[src/rtl/spd_pkg.sv]
`timescale 1ns/1ps
package spd_pkg;

  typedef enum logic [2:0] {
    ST_IDLE       = 3'd0,
    ST_HOLD_BOTH  = 3'd1,
    ST_HOLD_SYNC  = 3'd2,
    ST_RENDEZVOUS = 3'd3,
    ST_DECIDE     = 3'd4,
    ST_WAIT_LOW   = 3'd5,
    ST_WAIT_HIGH  = 3'd6
  } spd_state_e;

  localparam int MODE_NONE      = 0;
  localparam int MODE_HIBERNATE = 1;
  localparam int MODE_DEEPSLEEP = 2;
  localparam int MODE_TRANSPORT = 3;

endpackage

[src/rtl/spd_line_sync.sv]
`timescale 1ns/1ps
// Multi-bit flop-chain synchronizer; idle value of open-drain lines is high.
module spd_line_sync #(
  parameter int WIDTH  = 2,
  parameter int STAGES = 2
) (
  input  logic             clk,
  input  logic             rst_n,
  input  logic [WIDTH-1:0] d_i,
  output logic [WIDTH-1:0] q_o
);

  generate
    for (genvar b = 0; b < WIDTH; b++) begin : g_bit
      logic [STAGES-1:0] chain_q;
      always_ff @(posedge clk or negedge rst_n) begin
        if (!rst_n) begin
          chain_q <= '1;
        end else begin
          chain_q <= {chain_q[STAGES-2:0], d_i[b]};
        end
      end
      assign q_o[b] = chain_q[STAGES-1];
    end
  endgenerate

endmodule

[src/rtl/spd_ms_timer.sv]
`timescale 1ns/1ps
// Counts tick strobes since the last clear, saturating at MAX_MS.
module spd_ms_timer #(
  parameter int MAX_MS = 10,
  localparam int TW    = $clog2(MAX_MS + 1)
) (
  input  logic          clk,
  input  logic          rst_n,
  input  logic          clr_i,
  input  logic          tick_i,
  output logic [TW-1:0] elapsed_o
);

  localparam logic [TW-1:0] LIMIT = TW'(MAX_MS);

  always_ff @(posedge clk or negedge rst_n) begin
    if (!rst_n) begin
      elapsed_o <= '0;
    end else if (clr_i) begin
      elapsed_o <= '0;
    end else if (tick_i && (elapsed_o != LIMIT)) begin
      elapsed_o <= elapsed_o + 1'b1;
    end
  end

endmodule

[src/rtl/spd_pulse_count.sv]
`timescale 1ns/1ps
// Saturating pulse counter: sticks at all-ones instead of wrapping.
module spd_pulse_count #(
  parameter int CNT_W = 3
) (
  input  logic             clk,
  input  logic             rst_n,
  input  logic             clr_i,
  input  logic             inc_i,
  output logic [CNT_W-1:0] count_o
);

  always_ff @(posedge clk or negedge rst_n) begin
    if (!rst_n) begin
      count_o <= '0;
    end else if (clr_i) begin
      count_o <= '0;
    end else if (inc_i && (count_o != '1)) begin
      count_o <= count_o + 1'b1;
    end
  end

endmodule

[src/rtl/spd_mode_resolve.sv]
`timescale 1ns/1ps
// Maps a pulse count and request kind onto a mode code and an invalid flag.
module spd_mode_resolve #(
  parameter int CNT_W        = 3,
  parameter int MODE_W       = 2,
  parameter int NUM_MODES    = 3,
  parameter int DEFAULT_MODE = 3
) (
  input  logic              shutdown_i,
  input  logic [CNT_W-1:0]  count_i,
  output logic [MODE_W-1:0] mode_o,
  output logic              invalid_o
);

  localparam logic [CNT_W-1:0]  TOP_CNT = CNT_W'(NUM_MODES);
  localparam logic [MODE_W-1:0] DEF_M   = MODE_W'(DEFAULT_MODE);
  localparam logic [MODE_W-1:0] NONE_M  = MODE_W'(spd_pkg::MODE_NONE);

  always_comb begin
    mode_o    = NONE_M;
    invalid_o = 1'b0;
    if (shutdown_i) begin
      if (count_i == '0) begin
        mode_o = DEF_M;
      end else if (count_i <= TOP_CNT) begin
        mode_o = MODE_W'(count_i);
      end else begin
        mode_o    = DEF_M;
        invalid_o = 1'b1;
      end
    end
  end

endmodule

[src/rtl/shutdown_pulse_decoder.sv]
`timescale 1ns/1ps
module shutdown_pulse_decoder
  import spd_pkg::*;
#(
  parameter int SYNC_STAGES  = 2,
  parameter int HOLD_MS      = 1,
  parameter int GAP_MS       = 10,
  parameter int CNT_W        = 3,
  parameter int MODE_W       = 2,
  parameter int NUM_MODES    = 3,
  parameter int DEFAULT_MODE = MODE_TRANSPORT
) (
  input  logic              clk,
  input  logic              rst_n,
  input  logic              pd_line_i,
  input  logic              sync_line_i,
  input  logic              tick_ms_i,
  output logic              pd_pull_o,
  output logic              sync_pull_o,
  output logic              result_valid_o,
  output logic [MODE_W-1:0] mode_o,
  output logic              shutdown_o,
  output logic              count_invalid_o
);

  localparam int TMR_MAX = (HOLD_MS > GAP_MS) ? HOLD_MS : GAP_MS;
  localparam int TW      = $clog2(TMR_MAX + 1);
  localparam logic [TW-1:0] HOLD_T = TW'(HOLD_MS);
  localparam logic [TW-1:0] GAP_T  = TW'(GAP_MS);

  // Line synchronization
  logic [1:0] lines_s;
  logic       pd_s;
  logic       sync_s;

  spd_line_sync #(
    .WIDTH (2),
    .STAGES(SYNC_STAGES)
  ) u_line_sync (
    .clk  (clk),
    .rst_n(rst_n),
    .d_i  ({sync_line_i, pd_line_i}),
    .q_o  (lines_s)
  );

  assign pd_s   = lines_s[0];
  assign sync_s = lines_s[1];

  // State and shared resources
  spd_state_e        state_q, state_d;
  logic              tmr_clr;
  logic [TW-1:0]     elapsed;
  logic              cnt_clr;
  logic              cnt_inc;
  logic [CNT_W-1:0]  pulse_cnt;
  logic              armed_q;
  logic              req_shut_q;
  logic              finish;
  logic [MODE_W-1:0] res_mode;
  logic              res_inv;

  spd_ms_timer #(
    .MAX_MS(TMR_MAX)
  ) u_timer (
    .clk      (clk),
    .rst_n    (rst_n),
    .clr_i    (tmr_clr),
    .tick_i   (tick_ms_i),
    .elapsed_o(elapsed)
  );

  spd_pulse_count #(
    .CNT_W(CNT_W)
  ) u_pulse_count (
    .clk    (clk),
    .rst_n  (rst_n),
    .clr_i  (cnt_clr),
    .inc_i  (cnt_inc),
    .count_o(pulse_cnt)
  );

  spd_mode_resolve #(
    .CNT_W       (CNT_W),
    .MODE_W      (MODE_W),
    .NUM_MODES   (NUM_MODES),
    .DEFAULT_MODE(DEFAULT_MODE)
  ) u_resolve (
    .shutdown_i(req_shut_q),
    .count_i   (pulse_cnt),
    .mode_o    (res_mode),
    .invalid_o (res_inv)
  );

  // Next-state logic
  always_comb begin
    state_d = state_q;
    finish  = 1'b0;
    unique case (state_q)
      ST_IDLE: begin
        if (armed_q && !pd_s) state_d = ST_HOLD_BOTH;
      end
      ST_HOLD_BOTH: begin
        if (elapsed >= HOLD_T) state_d = ST_HOLD_SYNC;
      end
      ST_HOLD_SYNC: begin
        if (elapsed >= HOLD_T) state_d = ST_RENDEZVOUS;
      end
      ST_RENDEZVOUS: begin
        if (sync_s) state_d = ST_DECIDE;
      end
      ST_DECIDE: begin
        state_d = ST_WAIT_LOW;
      end
      ST_WAIT_LOW: begin
        if (!sync_s) begin
          state_d = ST_WAIT_HIGH;
        end else if (elapsed >= GAP_T) begin
          state_d = ST_IDLE;
          finish  = 1'b1;
        end
      end
      ST_WAIT_HIGH: begin
        if (sync_s) state_d = ST_WAIT_LOW;
      end
      default: state_d = ST_IDLE;
    endcase
  end

  // Every state change restarts the millisecond count
  assign tmr_clr = (state_d != state_q);
  assign cnt_clr = (state_q == ST_DECIDE);
  assign cnt_inc = (state_q == ST_WAIT_HIGH) && sync_s;

  always_ff @(posedge clk or negedge rst_n) begin
    if (!rst_n) begin
      state_q <= ST_IDLE;
    end else begin
      state_q <= state_d;
    end
  end

  // Re-arm only once the power-down line has been seen released
  always_ff @(posedge clk or negedge rst_n) begin
    if (!rst_n) begin
      armed_q <= 1'b1;
    end else if (finish) begin
      armed_q <= 1'b0;
    end else if (pd_s) begin
      armed_q <= 1'b1;
    end
  end

  always_ff @(posedge clk or negedge rst_n) begin
    if (!rst_n) begin
      req_shut_q <= 1'b0;
    end else if (state_q == ST_DECIDE) begin
      req_shut_q <= !pd_s;
    end
  end

  // Result registers
  always_ff @(posedge clk or negedge rst_n) begin
    if (!rst_n) begin
      result_valid_o  <= 1'b0;
      mode_o          <= '0;
      shutdown_o      <= 1'b0;
      count_invalid_o <= 1'b0;
    end else begin
      result_valid_o <= finish;
      if (finish) begin
        mode_o          <= res_mode;
        shutdown_o      <= req_shut_q;
        count_invalid_o <= res_inv;
      end
    end
  end

  // Pull enables decoded straight from the state register
  assign pd_pull_o   = (state_q == ST_HOLD_BOTH);
  assign sync_pull_o = (state_q == ST_HOLD_BOTH) || (state_q == ST_HOLD_SYNC);

endmodule

[config.mk]
export PLATFORM = sky130hd
export DESIGN_NAME = shutdown_pulse_decoder
export DESIGN_NICKNAME = d
export VERILOG_FILES = /design/src/rtl/spd_pkg.sv /design/src/rtl/spd_line_sync.sv /design/src/rtl/spd_ms_timer.sv /design/src/rtl/spd_pulse_count.sv /design/src/rtl/spd_mode_resolve.sv /design/src/rtl/shutdown_pulse_decoder.sv
export SDC_FILE = /design/constraint.sdc
export NUM_CORES = 1
export LEC_CHECK = 0
export ABC_AREA = 1
export BUFFER_PORTS_ARGS = -buffer_cell sky130_fd_sc_hd__buf_2
export CAP_MARGIN = 0
export CORE_ASPECT_RATIO = 0.75
export CORE_MARGIN = 2
export CORE_UTILIZATION = 56
export CTS_BUF_LIST = sky130_fd_sc_hd__clkbuf_16
export CTS_CLUSTER_DIAMETER = 120
export DETAILED_ROUTE_END_ITERATION = 8
export PLACE_DENSITY = 0.8
export RECOVER_POWER = 50
export SLEW_MARGIN = 20
export SYNTH_ARGS = -nofsm -noshare
export SYNTH_HDL_FRONTEND = slang
export SYNTH_SLANG_ARGS = --single-unit
[constraint.sdc]
create_clock -name clk -period 1.9 [get_ports clk]
set_clock_uncertainty 0.1 [all_clocks]
set_input_delay 0.38 -clock clk [delete_from_list [all_inputs] [get_ports clk]]
set_output_delay 0.38 -clock clk [all_outputs]
set_load 0.02 [all_outputs]
==> metrics.md, run 1 <==
| Metric | Value |
|---|---|
| Fin crit share | about nine tenths |
| HPWL Detailed | between 1500 and 2000 µm |
| Synth-to-layout area growth | 14.6% |
| DRC Markers | 0 |
| Setup_tns | 0 ns |
| Hold buffer count at cts | 1 |
| TritonRoute pass-1 iters | 4 |
| Share of cells above drive strength 1 | a little over a quarter |
| Leakage | 0.697 nW |
| CTS Sinks | 21 |
| Die Ht | 43.2 µm |
| Root buf cell | clkbuf_16 |
| Status | complete, no violations |
| CTS tree | built |
| Final #Nets | 164 |
| Post-CTS Setup Repair Bufs | 0 |
| Register area | 532 µm² |
| Post_cts resized | 0 |
| Cell variety after synth | 23 |
| Crit path buf inv count | 3 |
| Post-synth design cell area | between 1000 and 1500 µm² |
| Cell family with the largest share of critical-path delay | flip-flops |
| Critical path capture point type | output pin |
| Yosys Warn Count | 0 |
| First-pass GRT wire length | 3510 µm |
| Max capacitance violation total | 0 |
| Post-synth ARST share | 100% |
| Total CTS buffers | 3 |
| Port Buf Inserts | 11 |
| CP peak stage delay | 0.44 ns |
| Final Power | around 0.0018 W |
| Critical path fanouts, max | 5 |
| WS Path Type | reg2out |
| Max frequency | between 500 and 600 MHz |
| Vias per cell | 4.86 |
| Dominant synthesized flop cell | dfrtp_1 |
| Critical path arrival | 1.23 ns |
| Avg Cell Area, Syn | 8.50 µm² |
| Fillers | 157 |
| Synth top area cells | dfrtp_1, dfstp_2, ha_1 |
| Die W | 56.3 µm |
| Fin crit period | approximately 1.7 ns |
| Global route total overflow | 0 |
| Clock latency on the worst-skew pair | 0.25 ns |
| Clock transition at path regs | 0.05 ns |
| Maximum VDD drop | ~0.95 mV |
| RSZ-0062 raised after global routing | no |
| Endpoints failing setup | 0 |
| Initial Util | about three fifths |
| Synthesized netlist cell count | ~140 |
| Syn_nets | 148 |
| Count leader, synth | nand2_1 |
| CTS Buffer Depth | 2 |
| FF+latch count, synth | 21 |
| Pre-CTS WS | 0.288 ns |
| I/O pins | 12 |
| Antenna diodes | 0 |
| Drt wl/cell | 11.5 µm |
| Hold crit path type | in2reg |
| Initial antenna violation count | 0 |
| Least-Margin Pin Slew | 0.493 ns |
| CP max stage cell | dfrtp_1 |
| Setup crit start kind | flip-flop |
| Final Max Slew Viols | 0 |
| Worst rel slew slack | 67.1% |
| 1st-iter DRT viols | 17 |
| Final hold viol count | 0 |
| Yosys top cell area share | 34.9% |
| Synth area leader | dfrtp_1 |
| GRT Util Overall | 19.3% |
| Share of the yosys chip area belonging to registers | between 40% and 50% |
| Worst EP required | between 1 and 1.5 ns |
| Multi-input gate area | 514 µm² |
| Post-synth EDFFs | 0 |
| Site row count | 14 |
| DIE AREA | 2430 µm² |
| Vias in the first global route | 809 |
| Setup slack after layout | 0.192 ns |
| WL final | 2000 µm |
| Antenna Nets Post-Route | 0 |
| CP cell instances | inv_2 -> nand3_1 -> inv_1 -> buf_2 |
| Core area | 1960 µm² |
| Largest net degree at the start of global routing | 22 |
| GPL Wtd Cong | 0.830 |
| # H-tree levels | 1 |
| Power density over cell area | between 1000 and 1500 nW/µm² |
| Vias | around 850 |
| Top cells by count, synth | nand2_1, nor2_1, inv_1 |
layer usage:
metal	wire, µm	GRT usage [%]
met5	0	0
met4	17	4.29
met3	87	6.40
met2	926	31.1
met1	972	25.5
registers in the layout (all words and copies together), names as in the netlist:
name                       flops
result_valid_o                 1
shutdown_o                     1
u_line_sync.g_bit.chain_q      4
mode_o                         2
u_pulse_count.count_o          3
count_invalid_o                1
state_q                        3
u_timer.elapsed_o              4
armed_q                        1
req_shut_q                     1
where the power goes:
group | total (W) | switching (W) | internal (W)
sequential | 0.000636 | 0.000103 | 0.000533
clock | 0.000433 | 0.000151 | 0.000282
combinational | 0.000688 | 0.000441 | 0.000247
layout by cell type (no fill, tap or decap), types with 2 or more instances in the layout:
cell,count
o21ai_1,2
nand2_2,5
clkbuf_16,3
nand3_1,7
o22ai_1,4
inv_2,7
nand3_2,2
inv_1,18
nor2_1,19
o21ai_0,5
buf_2,10
nand2_1,23
xor2_1,3
dfstp_2,5
dfrtp_1,16
ha_1,8
nor2_4,2
nor2_2,2
cell families (layout without fill, tap and decap cells):
group,after synthesis,after routing,share of synthesized area (%)
simple gates,63,63,26.7
buf+inv,26,41,8.83
flops,21,21,46.3
compound gates,14,14,7.09
fa+ha+maj,8,8,8.72
xor+xnor,3,3,2.29
through the flow:
stage | instance area, µm² | utilization (%) | std cells | hold slack [ns]
after floorplan | 1150 | - | 135 | -0.0156
after global placement | 1220 | 62.4 | 169 | 0.247
after detailed placement | 1220 | 62.4 | 169 | 0.249
after CTS | 1320 | 67.0 | 174 | 0.119
after global routing | 1320 | 67.0 | 174 | 0.111
final | 1320 | 67.0 | 174 | 0.122
final cells by class:
cell class | instances | area share [%]
tap | 24 | 2.28
timing repair buffer | 12 | 4.95
inverter | 25 | 7.14
sequential | 21 | 40.4
clock buffer | 3 | 5.71
multi-input combinational | 88 | 39.1
clock inverter | 1 | 0.381
final timing paths:
path                                                  from                               to  slack, ns  cells after the start
setup / recovery                                state_q[2]                        pd_pull_o       0.19                      4
setup reg to reg                      u_timer.elapsed_o[0]                        mode_o[0]       0.27                      8
min in group asynchronous                            rst_n         u_pulse_count.count_o[0]       0.53                      2
hold reg to reg            u_line_sync.g_bit[1].chain_q[0]  u_line_sync.g_bit[1].chain_q[1]       0.26                      0
hold / removal                                   pd_line_i  u_line_sync.g_bit[0].chain_q[0]       0.12                      1
max in group asynchronous                            rst_n                          armed_q       0.82                      2
(Power assumes the default switching activity.)
==> run 2: changes to the inputs <==
--- a/config.mk
+++ b/config.mk
@@ -10,11 +10,11 @@
 export CAP_MARGIN = 0
 export CORE_ASPECT_RATIO = 0.75
 export CORE_MARGIN = 2
-export CORE_UTILIZATION = 56
-export CTS_BUF_LIST = sky130_fd_sc_hd__clkbuf_16
+export CORE_UTILIZATION = 60
+export CTS_BUF_LIST = sky130_fd_sc_hd__clkbuf_4 sky130_fd_sc_hd__clkbuf_8
 export CTS_CLUSTER_DIAMETER = 120
 export DETAILED_ROUTE_END_ITERATION = 8
-export PLACE_DENSITY = 0.8
+export PLACE_DENSITY = 0.85
 export RECOVER_POWER = 50
 export SLEW_MARGIN = 20
 export SYNTH_ARGS = -nofsm -noshare
==> run 2 against run 1 <==
Critical path depth is the same. Routed wire length grew 12%. Non-clock buffer count is the same. Via count grew 3.1%. Clock-buffer cell count is the same. Combinational power shrank 0.7%. Die area shrank 6.1%. Maximum frequency shrank 3.8%. Clock power shrank 46%. Utilization grew 4.2 points. Critical path type unchanged. Highest routed layer unchanged.
==> metrics.md, run 2 (synthesis gave the netlist of run 1 again) <==
| Metric | Value |
|---|---|
| Power density over cell area | 1240 nW/µm² (was 1340 nW/µm²) |
| Most frequent cells in the layout | nand2_1, nor2_1, inv_1, dfrtp_1, buf_2 (unchanged) |
| Uppermost layer routed | met4 (unchanged) |
| CTS tree | built (unchanged) |
| Final hold viol count | 0 (unchanged) |
| Status | complete, no violations (unchanged) |
| Largest net degree at the start of global routing | 22 (unchanged) |
| Top Registers | u_line_sync.g_bit.chain_q: 4 flops, u_timer.elapsed_o: 4 flops (unchanged) |
| Internal | 0.000861 W (was 0.00106 W) |
| Hold crit path type | in2reg (unchanged) |
| GPL Wtd Cong | 0.817 (was 0.830) |
| Met3 Routed Length | 99 µm (was 87 µm) |
| Vias | 872 (was 846) |
| Pre-CTS WS | 0.229 ns (was 0.288 ns) |
| HPWL Detailed | 1720 µm (was 1550 µm) |
| Setup_tns | 0 ns (unchanged) |
| Worst rel slew slack | 25.1% (was 67.1%) |
| Fin crit share | 93.5% (was 89.9%) |
| First-pass GRT wire length | 3920 µm (was 3510 µm) |
| Share of cells above drive strength 1 | 26.0% (unchanged) |
| Sw Ratio | 44.9% (was 39.6%) |
| DRC Markers | 0 (unchanged) |
| Vias per cell | 5.07 (was 4.86) |
| Least-Margin Pin Slew | 1.12 ns (was 0.493 ns) |
| WS Path Type | reg2out (unchanged) |
| Die W | 54.5 µm (was 56.3 µm) |
| Final #Nets | 164 (unchanged) |
| Hold slack | 0.0305 ns (was 0.122 ns) |
| Met1 Wirelength | 1070 µm (was 972 µm) |
| Most common cell after layout, fill and taps aside | nand2_1 (unchanged) |
| WL final | 2240 µm (was 2000 µm) |
| CTS Buffer Depth | 2 (unchanged) |
| Maximum VDD drop | 0.915 mV (was 0.946 mV) |
| Critical path fanouts, max | 5 (unchanged) |
| Crit path buf inv count | 3 (unchanged) |
| Max capacitance violation total | 0 (unchanged) |
| Antenna Nets Post-Route | 0 (unchanged) |
| CP max stage cell | dfrtp_1 (unchanged) |
| Total CTS buffers | 3 (unchanged) |
| Non-Filler Instances | 172 (was 174) |
| Antenna diodes | 0 (unchanged) |
| 1st-iter DRT viols | 17 (unchanged) |
| Worst EP required | 1.42 ns (about the same) |
| Global route total overflow | 0 (unchanged) |
| Vias in the first global route | 841 (was 809) |
| Clk network pwr share | 15.0% (was 24.7%) |
| Max frequency | 563 MHz (was 585 MHz) |
| Initial Util | 64.7% (was 58.5%) |
| Comb power frac | 43.7% (was 39.1%) |
| Critical path capture point type | output pin (unchanged) |
| TritonRoute pass-1 iters | 4 (unchanged) |
| Sequential power share | 41.3% (was 36.2%) |
| Clock latency on the worst-skew pair | 0.33 ns (was 0.25 ns) |
| Critical path arrival | 1.30 ns (was 1.23 ns) |
| Sw power | 0.000702 W (was 0.000696 W) |
| CTS Sinks | 21 (unchanged) |
| Final Max Slew Viols | 0 (unchanged) |
| Cell family with the largest share of critical-path delay | flip-flops (unchanged) |
| CP peak stage delay | 0.48 ns (was 0.44 ns) |
| Fin crit period | 1.78 ns (was 1.71 ns) |
| CP cell instances | inv_2 -> nand3_1 -> inv_1 -> buf_2 (unchanged) |
| Die Ht | 41.9 µm (was 43.2 µm) |
| Drt wl/cell | 13.0 µm (was 11.5 µm) |
| Clock transition at path regs | 0.13 ns (was 0.05 ns) |
| Root buf cell | clkbuf_4 (was clkbuf_16) |
| Site row count | 13 (was 14) |
| Wire length on met2 | 1020 µm (was 926 µm) |
| DIE AREA | 2280 µm² (was 2430 µm²) |
| Port Buf Inserts | 11 (unchanged) |
| Synth-to-layout area growth | 10.0% (was 14.6%) |
| # H-tree levels | 1 (unchanged) |
| Setup slack after layout | 0.124 ns (was 0.192 ns) |
| Initial antenna violation count | 0 (unchanged) |
| I/O pins | 12 (unchanged) |
| Setup crit start kind | flip-flop (unchanged) |
| GRT Util Overall | 24.6% (was 19.3%) |
| Endpoints failing setup | 0 (unchanged) |
| RSZ-0062 raised after global routing | no (unchanged) |
| Leakage | 0.666 nW (was 0.697 nW) |
| Core area | 1770 µm² (was 1960 µm²) |
| Placed cell count | 167 (was 169) |
run 2: layout make-up:
| cell class | instances | area [µm²] |
|---|---|---|
| fillers | 143 | 510 |
| clock buffers | 3 | 22.5 |
| flip-flops and latches | 21 | 533 |
| repair buffers | 12 | 63.8 |
| inverters | 25 | 93.8 |
| clock inverters | 1 | 7.51 |
| well taps | 22 | 27.5 |
| multi-input cells | 88 | 514 |
run 2: worst paths after layout:
check	start	end	slack, ns	depth (start not counted)
worst max-delay path	state_q[2]	pd_pull_o	0.12	4
worst min-delay path	pd_line_i	u_line_sync.g_bit[0].chain_q[0]	0.03	1
worst max register to register	u_timer.elapsed_o[0]	count_invalid_o	0.15	8
worst min register to register	u_line_sync.g_bit[1].chain_q[0]	u_line_sync.g_bit[1].chain_q[1]	0.27	0
max in group asynchronous	rst_n	state_q[0]	0.29	2
min in group asynchronous	rst_n	mode_o[0]	0.67	2
run 2: per-layer routing:
layer  up-vias  global-route usage (%)
li1        449                       -
met1       400                    35.2
met2        18                    34.9
met3         5                    7.55
met4         0                    9.00
met5         -                       0
run 2: repair_timing:
item,in CTS,in global routing
endpoints found under the hold margin,16,0
gates resized for setup,0,1
hold buffers,1,0
endpoints found under the setup margin,0,1
buffers inserted,0,0
run 2: stage by stage:
step	util (%)	total power, W	cell area, µm²
floorplan	-	0.00118	1150
global placement	68.9	0.00129	1220
detailed placement	68.9	0.00132	1220
CTS	71.2	0.00157	1260
global route	71.2	0.00171	1260
finish	71.2	0.00156	1260
run 2: power groups by stage:
stage	sequential (W)	combinational, W	clock, W
2_1_floorplan	0.000601	0.000578	0
5_1_grt	0.000658	0.000795	0.000257
3_5_place_dp	0.000645	0.000679	0
6_report	0.000645	0.000683	0.000235
4_1_cts	0.000638	0.000688	0.000240
3_3_place_gp	0.000637	0.000654	0
==> run 3: changes to the inputs <==
--- a/config.mk
+++ b/config.mk
@@ -10,12 +10,13 @@
 export CAP_MARGIN = 0
 export CORE_ASPECT_RATIO = 0.75
 export CORE_MARGIN = 2
-export CORE_UTILIZATION = 60
+export CORE_UTILIZATION = 35
 export CTS_BUF_LIST = sky130_fd_sc_hd__clkbuf_4 sky130_fd_sc_hd__clkbuf_8
 export CTS_CLUSTER_DIAMETER = 120
 export DETAILED_ROUTE_END_ITERATION = 8
-export PLACE_DENSITY = 0.85
+export PLACE_DENSITY = 0.56
 export RECOVER_POWER = 50
+export SETUP_SLACK_MARGIN = 0.3
 export SLEW_MARGIN = 20
 export SYNTH_ARGS = -nofsm -noshare
 export SYNTH_HDL_FRONTEND = slang
==> run 3 against run 2 <==
Sequential power is 2% lower. Maximum frequency is 14% higher. Flip-flop and latch count stayed put. Final cell count is 16% higher. Sequential share of layout area is 5.9 points lower. Clock power is 29% higher. Critical path depth is 7 higher. Routed wire length is 1.4% lower.
==> metrics.md, run 3 (synthesis gave the netlist of run 1 again) <==
| Metric | Value |
|---|---|
| Status | complete, no violations (unchanged) |
| Final hold viol count | 0 (unchanged) |
| Hold crit path type | in2reg (unchanged) |
| CP max stage cell | dfrtp_1 (unchanged) |
| I/O pins | 12 (unchanged) |
| Leakage | 0.740 nW (was 0.666 nW) |
| Worst rel slew slack | 66.3% (was 25.1%) |
| Fin crit share | 82.4% (was 93.5%) |
| CTS Buffer Depth | 2 (unchanged) |
| Share of cells above drive strength 1 | 44.4% (was 26.0%) |
| RSZ-0062 raised after global routing | yes (was no) |
| HPWL Detailed | 1480 µm (was 1720 µm) |
| Global route total overflow | 0 (unchanged) |
| Die W | 70.1 µm (was 54.5 µm) |
| CP cell instances | inv_2 -> ha_4 -> inv_2 -> nor2_1 -> nand2_1 -> nor2_2 -> nor2_4 -> nand3_2 -> nand2_2 -> nand2_4 -> nor2_2 (was inv_2 -> nand3_1 -> inv_1 -> buf_2) |
| Final Max Slew Viols | 0 (unchanged) |
| Most common cell after layout, fill and taps aside | nand2_1 (unchanged) |
| Vias in the first global route | 810 (was 841) |
| Top Registers | u_line_sync.g_bit.chain_q: 4 flops, u_timer.elapsed_o: 4 flops (unchanged) |
| Setup crit start kind | flip-flop (unchanged) |
| Worst EP required | 1.94 ns (was 1.42 ns) |
| Maximum VDD drop | 0.387 mV (was 0.915 mV) |
| Critical path fanouts, max | 5 (unchanged) |
| Clock transition at path regs | 0.07 ns (was 0.13 ns) |
| Antenna diodes | 0 (unchanged) |
| CP peak stage delay | 0.42 ns (was 0.48 ns) |
| WS Path Type | reg2reg (was reg2out) |
| Vias | 907 (was 872) |
| Max capacitance violation total | 0 (unchanged) |
| Root buf cell | clkbuf_8 (was clkbuf_4) |
| Setup_tns | 0 ns (unchanged) |
| Clock latency on the worst-skew pair | 0.26 ns (was 0.33 ns) |
| Power density over cell area | 1330 nW/µm² (was 1240 nW/µm²) |
| Area after DPL | 1240 µm² (was 1220 µm²) |
| Critical path capture point type | flip-flop (was output pin) |
| Critical path arrival | 1.61 ns (was 1.30 ns) |
| Die Ht | 53.6 µm (was 41.9 µm) |
| Initial Util | 37.7% (was 64.7%) |
| Least-Margin Pin Slew | 0.505 ns (was 1.12 ns) |
| Most frequent cells in the layout | nand2_1, inv_1, nor2_1, dfrtp_1, buf_4 (was nand2_1, nor2_1, inv_1, dfrtp_1, buf_2) |
| Antenna Nets Post-Route | 0 (unchanged) |
| First-pass GRT wire length | 3580 µm (was 3920 µm) |
| DRC Markers | 0 (unchanged) |
| Core area | 3040 µm² (was 1770 µm²) |
| Fin area | 1480 µm² (was 1260 µm²) |
| TritonRoute pass-1 iters | 4 (unchanged) |
| Port Buf Inserts | 11 (unchanged) |
| GRT Util Overall | 12.5% (was 24.6%) |
| Largest net degree at the start of global routing | 22 (unchanged) |
| Synth-to-layout area growth | 28.6% (was 10.0%) |
| Fillers | 287 (was 143) |
| # H-tree levels | 1 (unchanged) |
| Total CTS buffers | 3 (unchanged) |
| CTS Sinks | 21 (unchanged) |
| 1st-iter DRT viols | 38 (was 17) |
| Endpoints failing setup | 0 (unchanged) |
| Site row count | 17 (was 13) |
| Initial antenna violation count | 0 (unchanged) |
| CTS tree | built (unchanged) |
| GPL Wtd Cong | 0.829 (was 0.817) |
| Fin crit period | 1.56 ns (was 1.78 ns) |
| Final #Nets | 176 (was 164) |
| Max frequency | 639 MHz (was 563 MHz) |
| Drt wl/cell | 11.0 µm (was 13.0 µm) |
| DIE AREA | 3760 µm² (was 2280 µm²) |
| WL final | 2210 µm (was 2240 µm) |
| Vias per cell | 4.54 (was 5.07) |
==> run 3: cell types whose count changed in the layout (fill, tap and decap cells not counted), moves of 4 or more <==
| cell | delta |
|---|---|
| nand2_1 | -4 |
| nor2_1 | -5 |
| nor2_2 | +5 |
| buf_4 | +12 |
| inv_1 | -4 |
==> run 3: critical path, delay by kind of cell (launching register included) <==
| kind | cells | cell delay, ns |
|---|---|---|
| and+or+nand+nor | 8 | 0.66 |
| DFF | 1 | 0.42 |
| adders and majority gates | 1 | 0.14 |
| buffers and inverters | 2 | 0.15 |
==> run 3: layout make-up <==
| class | count | area [µm²] | area share [%] |
|---|---|---|---|
| sequential | 21 | 536 | 36.3 |
| multi-input combinational | 88 | 577 | 39.1 |
| clock buffer | 4 | 48.8 | 3.31 |
| timing repair buffer | 24 | 168 | 11.4 |
| tap | 38 | 47.5 | 3.22 |
| inverter | 25 | 98.8 | 6.70 |
==> run 3: through the flow <==
| step | setup slack [ns] | cells | total power, W | hold slack [ns] | util [%] |
|---|---|---|---|---|---|
| 2_1_floorplan | 0.454 | 135 | 0.00118 | -0.0156 | - |
| 3_3_place_gp | 0.319 | 183 | 0.00131 | 0.246 | 40.8 |
| 3_5_place_dp | 0.276 | 183 | 0.00131 | 0.247 | 40.8 |
| 4_1_cts | 0.306 | 194 | 0.00172 | 0.110 | 44.7 |
| 5_1_grt | 0.262 | 200 | 0.00211 | 0.102 | 48.5 |
| 6_report | 0.335 | 200 | 0.00196 | 0.120 | 48.5 |
==> run 3: where the power goes <==
part / switching (W) / internal (W) / total [W]
Sequential: 0.0000906 / 0.000539 / 0.000629
Combinational: 0.000575 / 0.000449 / 0.00102
Clock: 0.000141 / 0.000164 / 0.000304
==> run 3: what timing repair did <==
item,CTS,global route
endpoints found under the hold margin,16,0
pin swaps,2,5
endpoints found under the setup margin,6,10
hold buffers,1,0
setup buffers,6,6
gates resized for setup,6,24
==> run 3: routing by layer <==
| metal | global-route usage, % | part of all wire (%) |
|---|---|---|
| met3 | 3.37 | 2.8 |
| met4 | 4.81 | 0.95 |
| met5 | 0 | 0 |
| met2 | 19.0 | 47 |
| met1 | 17.1 | 49 |
==> run 3: path summary, 6_finish.rpt <==
| kind | slack [ns] | depth (start not counted) | endpoint | start |
|---|---|---|---|---|
| max | 0.34 | 11 | u_timer.elapsed_o[3] | u_timer.elapsed_o[1] |
| min | 0.12 | 1 | u_line_sync.g_bit[1].chain_q[0] | sync_line_i |
| max reg2reg | 0.34 | 11 | u_timer.elapsed_o[3] | u_timer.elapsed_o[1] |
| min reg2reg | 0.26 | 0 | u_line_sync.g_bit[1].chain_q[1] | u_line_sync.g_bit[1].chain_q[0] |
| max in group asynchronous | 0.81 | 2 | state_q[0] | rst_n |
| min in group asynchronous | 0.51 | 2 | result_valid_o | rst_n |
